<file path="src/rtl/spi_hold_pkg.sv">
// Package: shared pin-vector layout for the pause gate.
// Assumes all four pins are synchronized as one vector.
package spi_hold_pkg;
    localparam int PIN_W    = 4;
    localparam int PIN_SCK  = 0;
    localparam int PIN_CSN  = 1;
    localparam int PIN_HLDN = 2;
    localparam int PIN_SI   = 3;
    typedef logic [PIN_W-1:0] pin_vec_t;
    // Idle levels: select and pause inactive (high), clock and data low.
    localparam pin_vec_t PIN_IDLE = pin_vec_t'((1 << PIN_CSN) | (1 << PIN_HLDN));
endpackage

</file>
<file path="src/rtl/pin_sync.sv">
// Multi-stage synchronizer, one independent chain per bit.
// Assumes each bit is a slow level compared with clk; bits are not coherent.
module pin_sync #(
    parameter int W      = 4,
    parameter int STAGES = 2,
    parameter logic [W-1:0] RST_VAL = '0
) (
    input  logic         clk,
    input  logic         rst_n,
    input  logic [W-1:0] d,
    output logic [W-1:0] q
);
    for (genvar b = 0; b < W; b++) begin : g_bit
        logic [STAGES-1:0] chain;
        // Shift the pin level through the chain.
        always_ff @(posedge clk) begin
            if (!rst_n) chain <= {STAGES{RST_VAL[b]}};
            else        chain <= {chain[STAGES-2:0], d[b]};
        end
        assign q[b] = chain[STAGES-1];
    end
endmodule

</file>
<file path="src/rtl/sck_edge.sv">
// Rising and falling edge detection on the synchronized serial clock.
// Assumes the clock input is already in the clk domain.
module sck_edge (
    input  logic clk,
    input  logic rst_n,
    input  logic sck_s,
    output logic rise,
    output logic fall
);
    logic sck_d;
    // Remember the previous clock level.
    always_ff @(posedge clk) begin
        if (!rst_n) sck_d <= 1'b0;
        else        sck_d <= sck_s;
    end
    assign rise = sck_s & ~sck_d;
    assign fall = ~sck_s & sck_d;
endmodule

</file>
<file path="src/rtl/hold_pause_ctl.sv">
// Pause flag and strobe gating.
// Entry and exit happen only while the clock is low. A request made during
// the high phase therefore takes effect on the falling edge. The falling
// strobe that ends a high phase goes to the engine only if the port was not
// paused. So the engine always sees alternating rise and fall strobes.
module hold_pause_ctl (
    input  logic clk,
    input  logic rst_n,
    input  logic sck_s,
    input  logic cs_n_s,
    input  logic hold_n_s,
    input  logic rise,
    input  logic fall,
    output logic paused,
    output logic rise_en,
    output logic fall_en,
    output logic so_oe,
    output logic selected
);
    logic enter, leave;

    assign selected = ~cs_n_s;
    assign enter    = selected & ~paused & ~hold_n_s & ~sck_s;
    assign leave    = paused & hold_n_s & ~sck_s;

    // Pause flag: cleared by deselection, moved only during the clock low phase.
    always_ff @(posedge clk) begin
        if (!rst_n)      paused <= 1'b0;
        else if (cs_n_s) paused <= 1'b0;
        else if (enter)  paused <= 1'b1;
        else if (leave)  paused <= 1'b0;
    end

    assign rise_en = rise & selected & ~paused;
    assign fall_en = fall & selected & ~paused;
    assign so_oe   = selected & ~paused & hold_n_s;
endmodule

</file>
<file path="src/rtl/spi_hold_gate.sv">
// Top level: synchronizes the pins, finds clock edges and gates them by the
// pause state. Assumes the pins change slowly compared with clk (several
// system clocks per serial clock phase).
module spi_hold_gate #(
    parameter int SYNC_STAGES = 2
) (
    input  logic clk,
    input  logic rst_n,
    input  logic sck_pin,
    input  logic cs_n_pin,
    input  logic hold_n_pin,
    input  logic si_pin,
    output logic si_data,
    output logic sck_rise_en,
    output logic sck_fall_en,
    output logic so_oe,
    output logic selected,
    output logic paused
);
    import spi_hold_pkg::*;

    pin_vec_t pins_raw, pins_s;
    logic sck_s, cs_n_s, hold_n_s;
    logic rise, fall;

    always_comb begin
        pins_raw           = '0;
        pins_raw[PIN_SCK]  = sck_pin;
        pins_raw[PIN_CSN]  = cs_n_pin;
        pins_raw[PIN_HLDN] = hold_n_pin;
        pins_raw[PIN_SI]   = si_pin;
    end

    pin_sync #(.W(PIN_W), .STAGES(SYNC_STAGES), .RST_VAL(PIN_IDLE)) u_sync (
        .clk(clk), .rst_n(rst_n), .d(pins_raw), .q(pins_s)
    );

    assign sck_s    = pins_s[PIN_SCK];
    assign cs_n_s   = pins_s[PIN_CSN];
    assign hold_n_s = pins_s[PIN_HLDN];
    assign si_data  = pins_s[PIN_SI];

    sck_edge u_edge (
        .clk(clk), .rst_n(rst_n), .sck_s(sck_s), .rise(rise), .fall(fall)
    );

    hold_pause_ctl u_ctl (
        .clk(clk), .rst_n(rst_n), .sck_s(sck_s), .cs_n_s(cs_n_s),
        .hold_n_s(hold_n_s), .rise(rise), .fall(fall), .paused(paused),
        .rise_en(sck_rise_en), .fall_en(sck_fall_en), .so_oe(so_oe),
        .selected(selected)
    );
endmodule

</file>
<file path="config.mk">
export PLATFORM = sky130hd
export DESIGN_NAME = spi_hold_gate
export DESIGN_NICKNAME = d
export VERILOG_FILES = /design/src/rtl/spi_hold_pkg.sv /design/src/rtl/pin_sync.sv /design/src/rtl/sck_edge.sv /design/src/rtl/hold_pause_ctl.sv /design/src/rtl/spi_hold_gate.sv
export SDC_FILE = /design/constraint.sdc
export NUM_CORES = 1
export LEC_CHECK = 0
export ABC_CLOCK_PERIOD_IN_PS = 800
export BUFFER_PORTS_ARGS = -buffer_cell sky130_fd_sc_hd__buf_2
export CAP_MARGIN = 20
export CORE_AREA = 2 2 39 41
export CTS_BUF_LIST = sky130_fd_sc_hd__clkbuf_8
export CTS_CLUSTER_DIAMETER = 80
export DETAILED_ROUTE_END_ITERATION = 16
export DIE_AREA = 0 0 41 43
export PLACE_DENSITY = 0.57
export SYNTH_ARGS = -nofsm -noshare
export SYNTH_HDL_FRONTEND = slang
export SYNTH_SLANG_ARGS = --single-unit
</file>
<file path="constraint.sdc">
create_clock -name clk -period 0.8 [get_ports clk]
set_input_delay 0.2 -clock clk [delete_from_list [all_inputs] [get_ports clk]]
set_output_delay 0.2 -clock clk [all_outputs]
set_load 0.05 [all_outputs]
</file>
==> out/metrics.sh <==
OUTCOME='complete, but fails checks'
FAILED_CHECKS='negative setup slack'
WORST-PATH-BUF-INV=1
CTS-HTREE-LEVELS=1
CLOCK_SINKS=10
FIN_CRIT_SH_PCT=157
NATURE_OF_THE_CRITICAL_PATH_ENDPOINT='output pin'
STARTING_DENSITY_PCT=22.2
LEAKAGEPOWER_uW=0.000253
PATH_MAX_FANOUT=4
SEQUENTIAL_POWER_SHARE_PCT=42.6
LEADING_POST_SYNTHESIS_CELLS_BY_CELL_AREA='sky130_fd_sc_hd__dfxtp_1 65%, sky130_fd_sc_hd__and2_1 10%, sky130_fd_sc_hd__nand2b_1 8.2%, sky130_fd_sc_hd__nor4b_1 5.7%, sky130_fd_sc_hd__o211a_1 3.3%'
PERIOD_MINUS_SLACK_PS=1260
DR_TOTAL_VIAS=238
LAYOUT_FILLERS=143
DIEHEIGHT_UM=43
DESIGN.PORTCOUNT=12
GRT-OVFL-TOTAL=0
PRE_CTS_WS_PS=-300
PLACEMENT.IO_BUFFERS=11
P_INT_uW=997
SYNTH-EDFF-COUNT=0
POST_SYNTH_INSTANCE_AREA_UM2=307
HOLD_START='hold_n_pin'
POWER_uW=1240
CRITICAL_PATH_REQUIRED_PS=600
FIRST_GLOBAL_VIAS=210
SYNTH.FF_LATCH_COUNT=10
GRT_PASS1_WL_UM=738
POST-ROUTE-WORST-SETUP-SLACK_PS=-456
CLOCK_POWER_SHARE_PCT=49.6
TIMING.MAX_CAP.VIOLATIONS=0
COMBINATIONALPOWERSHARE_PCT=7.8
SYNTHARSTFLOPSHARE_PCT=0
CLOCK_INPUT_TRANSITION_AT_THE_SEQUENTIAL_CELLS_OF_THE_WORST_SETUP_AND_HOLD_PATHS_PS=50
GP_CONGESTION=0.581
CRITICAL_PATH.STARTPOINT='u_sync.g_bit[0].chain[1]$_SDFF_PN0_'
SEQ_AREA_FRAC_SYNTH_PCT=65.3
RSZ0062_AT_GRT='yes'
INITIALDRTVIOLATIONCOUNT=0
SYNTH_TOP_CELL_BY_AREA='sky130_fd_sc_hd__dfxtp_1'
FINAL_MAX_SLEW_VIOL_COUNT=0
CTS_MADE_BUFFERS=3
CPLARGESTDELAYFAMILY='flip-flops'
YS_DOMINANT_REG_CELL='sky130_fd_sc_hd__dfxtp_1'
POWER_DENSITY_nW_PER_UM2=2130
HOLD_BUFFERS=0
PIN_COUNT_OF_THE_BIGGEST_NET_ENTERING_GLOBAL_ROUTING=11
WORST_EP_ARRIVAL_TIME_PS=1060
FLOW.AREA_GROWTH_FROM_SYNTHESIS_PCT=89.4
MULTIINPUTGATEAREA_UM2=144
FINAL-SETUP-VIOL-COUNT=7
CTSLONGESTPATHBUFFERS=2
AREA_SHARE_OF_THE_LARGEST_CELL_TYPE_AFTER_SYNTHESIS_PCT=65.3
R2R-START='u_sync.g_bit[0].chain[1]$_SDFF_PN0_'
SYN-NUM-NETS=32
SW_FRAC_OF_TOTAL_PCT=19.5
ANTENNA_CELLS_INSERTED=0
CRITICAL_PATH.SLOWEST_CELL='sky130_fd_sc_hd__dfxtp_4'
DRC=0
POSTROUTEANTENNANETS=0
POWER.IR.VDD_WORST_V=0.000954
REPORT.FINAL.HOLD_VIOL_COUNT=0
NETLIST_INSTANCES=26
TRITONCTS='built'
FINCLKSKEW_PS=0.197
FINALWIRELENGTH_UM=524
DRT-WIRELENGTH-PER-CELL_UM=8.45
YOSYS-TOP-CELLS-COUNT='10 x sky130_fd_sc_hd__dfxtp_1, 5 x sky130_fd_sc_hd__and2_1, 4 x sky130_fd_sc_hd__nand2b_1, 2 x sky130_fd_sc_hd__nor4b_1'
CLK-INSERTION-DELAY-LATE_PS=230
DIEAREA_UM2=1760
WORST_PIN_SLEW_PS=209
PATH_CLASS='reg2out'
CORE_UM2=1380
MAX_FREQ_MHz=796
YOSYSMOSTFREQUENTCELL='sky130_fd_sc_hd__dfxtp_1'
NNETSFINAL=53
POST_SYNTH_NUM_CELL_TYPES=9
ROW_COUNT=14
ROUTE.DETAILED.VIAS_PER_INST=3.84
CLK_ROOT_BUFFER_CELL='sky130_fd_sc_hd__clkbuf_8'
SYNTH_WARNINGS=0
DIE_X_UM=41
PATH_CELLS='nor4b_4 > buf_6'
SYNTH.AVG_CELL_AREA_UM2=11.8
INITIAL_ANTENNA_VIOLATION_COUNT=0
FIRST_PASS_ITERS=1
LAYOUT.AREA.SEQ_UM2=213
SWITCHING_POWER_uW=241
CRITICAL_PATH.STARTPOINT_TYPE='flop'
PROPORTION_OF_LAYOUT_CELLS_WITH_A_DRIVE_SUFFIX_ABOVE_1_PCT=63.0
CP_SLOWEST_STAGE_DELAY_PS=350
GR-USAGE-ALL-LAYERS_PCT=6.57
SLEW-LIMIT-HEADROOM_PCT=86.0
MIN-DELAY-PATH-CLASS='in2reg'
## repair_timing
| action | 4_1_cts | 5_1_grt |
|---|---|---|
| buffers inserted | 0 | 1 |
| endpoints found under the setup margin | 7 | 7 |
| gates resized for setup | 16 | 2 |
| pin swaps | 1 | 2 |
## power by group through the flow
| stage | Combinational [uW] | Clock [uW] | Sequential [uW] |
|---|---|---|---|
| 6_report | 96.8 | 613 | 528 |
| 5_1_grt | 103 | 654 | 529 |
| 4_1_cts | 96.0 | 636 | 528 |
| 3_5_place_dp | 86.8 | 0 | 538 |
| 3_3_place_gp | 85.4 | 0 | 537 |
| 2_1_floorplan | 41.3 | 0 | 545 |
## metal layers
metal	global-route usage [%]	share of wire [%]	vias up
met1	6.89	42	102
met5	0	0	-
li1	-	-	124
met3	3.14	10	0
met2	9.06	48	12
met4	6.00	0	0
## cell usage in the layout, fill, tap and decap left out, drive strengths merged
cell type  synthesis  layout
buf                0      16
dfxtp             10      10
and2               6       6
nand2b             4       4
clkbuf             0       4
nor4b              2       2
clkinvlp           0       1
nor3b              1       1
nor2               1       1
o211a              1       1
## worst paths after layout
check	slack [ps]	cells past startpoint	to
worst max register to register	-120	3	u_ctl.paused$_SDFFE_PP0P_
worst min register to register	400	1	u_sync.g_bit[2].chain[1]$_SDFF_PN1_
worst max-delay path	-460	2	sck_fall_en
worst min-delay path	150	2	u_sync.g_bit[2].chain[0]$_SDFF_PN1_
## flip-flops by register name, summed over array words and instances, names as in the netlist
register            cells
u_sync.g_bit.chain      8
u_ctl.paused            1
u_edge.sck_d            1
## cell type report
type	count	area share [%]
clock buffer	4	9.48
inverter	1	1.29
multi-input combinational	15	24.8
sequential	10	36.6
tap	16	3.45
timing repair buffer	16	24.4
## per-stage QoR
step           TNS [ps]  cells  utilization (%)  instance area (um^2)  hold slack, ps
4_1_cts           -2190     61             40.9                   566             140
3_3_place_gp      -1150     57             33.5                   464             385
5_1_grt           -2360     62             42.0                   581             147
3_5_place_dp      -1230     57             33.5                   464             383
6_report          -2150     62             42.0                   581             147
2_1_floorplan     -1350     26                -                   359             272
## logic make-up (layout without fill, tap and decap cells)
| group | after synthesis | count (layout) | share of synthesized area [%] |
|---|---|---|---|
| simple gates | 14 | 14 | 30.2 |
| buf+inv | 1 | 21 | 1.22 |
| flops | 10 | 10 | 65.3 |
| compound gates | 1 | 1 | 3.27 |
Note: power is estimated with default switching activity, not from simulation.
